`config.mk`:
```
export PLATFORM = sky130hd
export DESIGN_NAME = spireg_slave
export DESIGN_NICKNAME = d
export VERILOG_FILES = /design/src/rtl/spireg_pkg.sv /design/src/rtl/spireg_sync.sv /design/src/rtl/spireg_engine.sv /design/src/rtl/spireg_regbank.sv /design/src/rtl/spireg_slave.sv
export SDC_FILE = /design/constraint.sdc
export NUM_CORES = 1
export LEC_CHECK = 0
export ABC_AREA = 1
export BUFFER_PORTS_ARGS = -buffer_cell sky130_fd_sc_hd__buf_2
export CAP_MARGIN = 5
export CORE_MARGIN = 2
export CORE_UTILIZATION = 60
export DETAILED_ROUTE_END_ITERATION = 8
export PLACE_DENSITY = 0.82
export SETUP_SLACK_MARGIN = 0.05
export SYNTH_ARGS = -nofsm -noshare
export SYNTH_HDL_FRONTEND = slang
export SYNTH_HIERARCHICAL = 1
export SYNTH_SLANG_ARGS = --single-unit
export TNS_END_PERCENT = 100
```
`constraint.sdc`:
```
create_clock -name clk -period 3.5 [get_ports clk]
set_clock_uncertainty 0.2 [all_clocks]
set_input_delay 0.35 -clock clk [delete_from_list [all_inputs] [get_ports clk]]
set_output_delay 0.35 -clock clk [all_outputs]
set_load 0.03 [all_outputs]
```
`src/rtl/spireg_pkg.sv`:
```
package spireg_pkg;

    localparam int ADDR_W  = 7;
    localparam int DATA_W  = 8;
    localparam int DRV_W   = 3;
    localparam int N_W     = 7;
    localparam int F_W     = 17;
    localparam int M_W     = 8;
    localparam int HIB_BIT = 5;

    typedef logic [ADDR_W-1:0] addr_t;
    typedef logic [DATA_W-1:0] byte_t;

    localparam addr_t A_PWR  = 7'h10;
    localparam addr_t A_OUT  = 7'h11;
    localparam addr_t A_FLO  = 7'h13;
    localparam addr_t A_FMID = 7'h14;
    localparam addr_t A_NHI  = 7'h15;
    localparam addr_t A_M1   = 7'h16;
    localparam addr_t A_M2   = 7'h17;

    typedef enum logic {PH_CMD, PH_DATA} phase_e;

    typedef struct packed {
        logic             en;
        logic [DRV_W-1:0] drv;
    } drv_cfg_t;

    typedef struct packed {
        logic           hib;
        drv_cfg_t       out1;
        drv_cfg_t       out2;
        logic [N_W-1:0] n;
        logic [F_W-1:0] f;
        logic [M_W-1:0] m1;
        logic [M_W-1:0] m2;
    } cfg_t;

    localparam cfg_t CFG_RESET = '{
        hib:  1'b0,
        out1: '{en: 1'b1, drv: 3'b111},
        out2: '{en: 1'b1, drv: 3'b111},
        n:    7'd66,
        f:    17'h15555,
        m1:   8'd24,
        m2:   8'd24
    };

    function automatic logic is_mapped(addr_t a);
        return (a == A_PWR) || (a == A_OUT) || (a == A_FLO) || (a == A_FMID) ||
               (a == A_NHI) || (a == A_M1)  || (a == A_M2);
    endfunction

    // Byte view of the bank; unmapped addresses and unused bits read as zero.
    function automatic byte_t read_reg(cfg_t c, addr_t a);
        byte_t r;
        r = '0;
        case (a)
            A_PWR:   r[HIB_BIT] = c.hib;
            A_OUT:   r = {c.out2.drv, c.out2.en, c.out1.drv, c.out1.en};
            A_FLO:   r = c.f[7:0];
            A_FMID:  r = c.f[15:8];
            A_NHI:   r = {c.n, c.f[F_W-1]};
            A_M1:    r = c.m1;
            A_M2:    r = c.m2;
            default: r = '0;
        endcase
        return r;
    endfunction

    function automatic cfg_t write_reg(cfg_t c, addr_t a, byte_t d);
        cfg_t r;
        r = c;
        case (a)
            A_PWR:   r.hib = d[HIB_BIT];
            A_OUT:   {r.out2.drv, r.out2.en, r.out1.drv, r.out1.en} = d;
            A_FLO:   r.f[7:0]  = d;
            A_FMID:  r.f[15:8] = d;
            A_NHI:   {r.n, r.f[F_W-1]} = d;
            A_M1:    r.m1 = d;
            A_M2:    r.m2 = d;
            default: r = c;
        endcase
        return r;
    endfunction

endpackage

```
`src/rtl/spireg_sync.sv`:
```
module spireg_sync #(
    parameter int             W       = 3,
    parameter int             STAGES  = 2,
    parameter logic [W-1:0]   RST_VAL = '0
) (
    input  logic         clk,
    input  logic         rst,
    input  logic [W-1:0] d,
    output logic [W-1:0] q
);

    generate
        for (genvar i = 0; i < W; i++) begin : g_bit
            logic [STAGES-1:0] chain;
            always_ff @(posedge clk) begin
                if (rst) chain <= {STAGES{RST_VAL[i]}};
                else     chain <= {chain[STAGES-2:0], d[i]};
            end
            assign q[i] = chain[STAGES-1];
        end
    endgenerate

endmodule

```
`src/rtl/spireg_engine.sv`:
```
module spireg_engine
    import spireg_pkg::*;
(
    input  logic  clk,
    input  logic  rst,
    input  logic  ss_hi,
    input  logic  sclk_s,
    input  logic  mosi_s,
    input  byte_t rdata,
    output addr_t addr,
    output logic  wr_stb,
    output byte_t wdata,
    output logic  miso_q
);

    localparam int CNT_W = $clog2(DATA_W);
    localparam logic [CNT_W-1:0] LAST_BIT = CNT_W'(DATA_W - 1);

    logic              sclk_d;
    logic              rise, fall;
    phase_e            phase;
    logic              rd_mode;
    logic [CNT_W-1:0]  bitcnt;
    logic [DATA_W-2:0] rx;
    byte_t             tx;
    byte_t             rx_byte;
    logic              byte_done;

    always_ff @(posedge clk) begin
        if (rst) sclk_d <= 1'b0;
        else     sclk_d <= sclk_s;
    end

    assign rise      = sclk_s & ~sclk_d;
    assign fall      = ~sclk_s & sclk_d;
    assign rx_byte   = {rx, mosi_s};
    assign byte_done = rise && (bitcnt == LAST_BIT);

    // A high select clears the framing state, so a partial byte is dropped
    // and every falling select edge finds the bit counter at zero.
    always_ff @(posedge clk) begin
        if (rst) begin
            phase   <= PH_CMD;
            rd_mode <= 1'b0;
            bitcnt  <= '0;
            rx      <= '0;
            tx      <= '0;
            addr    <= '0;
            wr_stb  <= 1'b0;
            wdata   <= '0;
            miso_q  <= 1'b0;
        end else if (ss_hi) begin
            phase   <= PH_CMD;
            rd_mode <= 1'b0;
            bitcnt  <= '0;
            wr_stb  <= 1'b0;
            miso_q  <= 1'b0;
        end else begin
            wr_stb <= 1'b0;
            if (wr_stb) addr <= addr + 1'b1;
            if (rise) begin
                bitcnt <= bitcnt + 1'b1;
                rx     <= rx_byte[DATA_W-2:0];
            end
            if (byte_done) begin
                if (phase == PH_CMD) begin
                    addr    <= addr_t'(rx_byte >> 1);
                    rd_mode <= rx_byte[0];
                    phase   <= PH_DATA;
                end else if (rd_mode) begin
                    addr <= addr + 1'b1;
                end else begin
                    wr_stb <= 1'b1;
                    wdata  <= rx_byte;
                end
            end
            if (fall && (phase == PH_DATA) && rd_mode) begin
                if (bitcnt == '0) begin
                    miso_q <= rdata[DATA_W-1];
                    tx     <= {rdata[DATA_W-2:0], 1'b0};
                end else begin
                    miso_q <= tx[DATA_W-1];
                    tx     <= {tx[DATA_W-2:0], 1'b0};
                end
            end
        end
    end

    p_addr_step_r3: assert property (@(posedge clk) disable iff (rst || ss_hi)
        wr_stb |=> addr == $past(addr) + 1'b1);

    p_addr_wrap_r7: assert property (@(posedge clk) disable iff (rst || ss_hi)
        (wr_stb && addr == '1) |=> addr == '0);

    p_frame_clear_r8: assert property (@(posedge clk) disable iff (rst)
        ss_hi |=> (bitcnt == '0 && phase == PH_CMD && !wr_stb));

    p_miso_idle_r5: assert property (@(posedge clk) disable iff (rst)
        !rd_mode |-> !miso_q);

endmodule

```
`src/rtl/spireg_regbank.sv`:
```
module spireg_regbank
    import spireg_pkg::*;
(
    input  logic  clk,
    input  logic  rst,
    input  logic  wr_en,
    input  addr_t waddr,
    input  byte_t wdata,
    input  addr_t raddr,
    output byte_t rdata,
    output cfg_t  cfg
);

    always_ff @(posedge clk) begin
        if (rst)        cfg <= CFG_RESET;
        else if (wr_en) cfg <= write_reg(cfg, waddr, wdata);
    end

    assign rdata = read_reg(cfg, raddr);

    p_hib_write_r4: assert property (@(posedge clk) disable iff (rst)
        (wr_en && waddr == A_PWR) |=> cfg.hib == $past(wdata[HIB_BIT]));

    p_unmapped_r6: assert property (@(posedge clk) disable iff (rst)
        (wr_en && !is_mapped(waddr)) |=> $stable(cfg));

endmodule

```
`src/rtl/spireg_slave.sv`:
```
module spireg_slave
    import spireg_pkg::*;
#(
    parameter int SYNC_STAGES = 2
) (
    input  logic             clk,
    input  logic             rst,
    input  logic             spi_ss_n,
    input  logic             spi_sclk,
    input  logic             spi_mosi,
    output logic             spi_miso,
    output logic             spi_miso_en,
    output logic             hibernate,
    output logic             out1_en,
    output logic [DRV_W-1:0] out1_drv,
    output logic             out2_en,
    output logic [DRV_W-1:0] out2_drv,
    output logic [N_W-1:0]   pll_n,
    output logic [F_W-1:0]   pll_f,
    output logic [M_W-1:0]   div_m1,
    output logic [M_W-1:0]   div_m2
);

    localparam int SIG_W = 3;

    logic [SIG_W-1:0] pins_s;
    addr_t            addr;
    logic             wr_stb;
    byte_t            wdata;
    byte_t            rdata;
    cfg_t             cfg;

    spireg_sync #(
        .W       (SIG_W),
        .STAGES  (SYNC_STAGES),
        .RST_VAL (3'b100)
    ) u_sync (
        .clk (clk),
        .rst (rst),
        .d   ({spi_ss_n, spi_sclk, spi_mosi}),
        .q   (pins_s)
    );

    spireg_engine u_engine (
        .clk    (clk),
        .rst    (rst),
        .ss_hi  (pins_s[2]),
        .sclk_s (pins_s[1]),
        .mosi_s (pins_s[0]),
        .rdata  (rdata),
        .addr   (addr),
        .wr_stb (wr_stb),
        .wdata  (wdata),
        .miso_q (spi_miso)
    );

    spireg_regbank u_bank (
        .clk   (clk),
        .rst   (rst),
        .wr_en (wr_stb),
        .waddr (addr),
        .wdata (wdata),
        .raddr (addr),
        .rdata (rdata),
        .cfg   (cfg)
    );

    // The pad is released straight from the pin, with no synchroniser delay.
    assign spi_miso_en = ~spi_ss_n;

    assign hibernate = cfg.hib;
    assign out1_en   = cfg.out1.en;
    assign out1_drv  = cfg.out1.drv;
    assign out2_en   = cfg.out2.en;
    assign out2_drv  = cfg.out2.drv;
    assign pll_n     = cfg.n;
    assign pll_f     = cfg.f;
    assign div_m1    = cfg.m1;
    assign div_m2    = cfg.m2;

endmodule

```
==> reports/qor.csv <==
metric,value,unit
outcome,completed,
RSZ-0062 raised after global routing,false,
worst-margin pin slew,745.0,ps
Max-cap violations,0,
share of layout cells above drive strength 1,13.55,%
design area,4989,µm²
clock transition at the registers of the reported paths,90,ps
"Slowest-stage cell, CP",nor2_2,
Util after Layout,68.78,%
Via density,5.436,
syn_area_per_cell,6.701,µm²
Post-CTS Resized,0,
WP data arrival,2530,ps
"Period Utilization, post-route",69.85,%
Vias,4468,
mux cell area share after synthesis,0,%
"flops & latches, synth",92,
Die W,90.63,µm
main combinational cell family by area after synthesis,simple AND/OR/NAND/NOR gates,
Fill cells,684,
setup TNS,0,ps
H-tree Lvls,3,
compound-cell area share of the yosys netlist,7.891,%
Crit Path Category,reg2reg,
WHS Path Cells,3,
Synth Area in XOR/XNOR,0.5835,%
"top cells by area, synth","dfxtp_1, nand2_1, nand3_1",
Syn Std Cell Area,4503,µm²
placed cell count,805,
Final Setup Violations,0,
total gr overflow,0,
Crit path top cell by count,nor2_1,
Post-Synth Simple-Gate Area,37.43,%
Top delay family on crit path,simple AND/OR/NAND/NOR gates,
IO Pins,56,
Post-Layout Cell Count,822,
CP max stage delay,530,ps
area grow syn2layout,10.78,%
Required @ worst endpoint,3590,ps
power per cell area,376.3,nW/µm²
worst min path class,in2reg,
WP depth,11,
Worst slew margin,50.28,%
cell row count,31,
Peak VDD IR,197.6,µV
First-pass DRT Iterations,5,
post-placement cell area,4762,µm²
Final Net Count,728,
Starting DRT DRC Count,305,
DRT antenna net count,0,
Synth top area share,40.90,%
crit path max fanout,17,
worst reg2reg path depth,11,
CTS tree,done,
Hold Slack,12.19,ps
Final Hold Vio Count,0,
CTS Buf Count,9,
Synth Instances,672,
DP HPWL,8733,µm
diodes inserted,0,
Fmax,409.0,MHz
Starting Density,62.08,%
post-synth cell types,25,
synth warn,6,
antenna violations before repair,0,
Adder-Cell Fraction of Synth Area,1.111,%
vias in the first global route,4082,
DR WL/cell,14.51,µm
WP buf/inv,1,
CP Capture Type,register,
CTS Buffer Depth,2,
die height,90.63,µm
DRC,0,
Place WS,1129,ps
Tot GR Track Use,29.46,%
"Seq/Total Area, Yosys",40.90,%
fin worst setup slack,1055,ps
Pwr Total,1.877,mW
drt total wl,11930,µm
first-pass GRT wire length,19440,µm
core area,7253,µm²
Die Area,8214,µm²
Worst setup SP type,register,
"Slew Viols, Final",0,
Clock Root Buffer,clkbuf_8,
input/output buffers,55,
cells along the critical path,nand2_1 > nor2_2 > buf_4 > nand2_1 > nor2_1 > nor2_1 > nand2_1 > nor2_1 > nor2_1 > o21ai_0 > a21oi_1,
total clock sinks,92,
FF+latch area,1842,µm²
largest net degree at the start of global routing,25,
post-layout min period,2445,ps
Placer Congestion,0.9605,
clk_lat worst skew,350,ps
post-synth top area cell,dfxtp_1,
area of the multi-input gates,2120,µm²
static leakage,2.429,nW
syn_nets,681,
[power breakdown]
part | total [mW] | switching [mW] | internal, mW
Clock | 0.761 | 0.361 | 0.399
Sequential | 1.06 | 0.00785 | 1.05
Combinational | 0.0570 | 0.0396 | 0.0173
[routing by layer]
metal  vias up  wire (µm)  global-route usage (%)
li1       2208          -                       -
met1      2065       4982                   36.10
met2       159       5790                   51.00
met3        36        699                   4.257
met4         0        456                   13.59
met5         -          0                       0
[worst paths after layout]
| path | startpoint | to | slack, ps |
|---|---|---|---|
| setup / recovery | u_engine/addr[4]$_SDFFE_PP0N_ | u_engine/miso_q$_SDFFE_PP0N_ | 1060 |
| setup reg to reg | u_engine/addr[4]$_SDFFE_PP0N_ | u_engine/miso_q$_SDFFE_PP0N_ | 1060 |
| hold / removal | spi_mosi | u_sync/g_bit[0].chain[0]$_SDFF_PP0_ | 10 |
| hold reg to reg | u_sync/g_bit[1].chain[0]$_SDFF_PP0_ | u_sync/g_bit[1].chain[1]$_SDFF_PP0_ | 210 |
[cells in the mapped netlist]
master	instances
a31oi_1	6
clkinv_1	2
clkbuf_1	6
inv_2	7
buf_2	6
nand2_2	4
nand3b_1	7
xor2_1	2
dfxtp_1	92
xnor2_1	1
nor2_1	104
nand4_2	2
buf_4	8
o21ai_1	17
nand3_1	90
nand2_1	158
buf_6	6
nand3_2	5
nand4_1	5
inv_1	88
o21ai_0	25
nor2_4	6
a21oi_1	20
ha_1	4
o211ai_1	1
[cell type report]
cell class | count | area share, %
clock inverter | 4 | 1.505
inverter | 97 | 7.299
multi-input combinational | 457 | 42.49
timing repair buffer | 62 | 6.672
clock buffer | 11 | 2.634
tap | 99 | 2.483
sequential | 92 | 36.92
[cells in the final DEF (no fill, tap or decap), types with 6 or more instances in the layout]
cell type / count
nor2_1: 103
a21oi_1: 20
buf_2: 55
inv_1: 88
nand3b_1: 7
clkbuf_8: 9
o21ai_0: 25
nand3_1: 90
inv_2: 7
a31oi_1: 6
o21ai_1: 17
dfxtp_1: 92
nor2_4: 6
nand2_1: 158
[flip-flops by register name, indices dropped and copies added, names as in the netlist, 3 cells and up]
| name | cells |
|---|---|
| u_bank/cfg | 49 |
| u_engine/addr | 7 |
| u_engine/bitcnt | 3 |
| u_engine/rx | 7 |
| u_engine/tx | 7 |
| u_engine/wdata | 8 |
| u_sync/g_bit.chain | 6 |
[timing repair]
action,in CTS,in global routing
hold buffers,2,0
buffers inserted,0,0
setup endpoints to repair,0,0
hold endpoints to repair,2,0
[worst register-to-register path: stages, from the launching register on]
cell     delay [ps]
dfxtp_1         460
nand2_1         100
nor2_2          530
buf_4           320
nand2_1         160
nor2_1          130
nor2_1           60
nand2_1          60
nor2_1           40
nor2_1           90
o21ai_0         100
a21oi_1         130
[logic make-up (layout without fill, tap and decap cells)]
group | count (synthesis) | in the layout
xor gates and xnor gates | 3 | 3
adders and majority gates | 4 | 4
and+or+nand+nor | 381 | 381
buffers and inverters | 123 | 174
AOI/OAI and AO/OA | 69 | 69
DFF | 92 | 92
(Power assumes the default switching activity.)
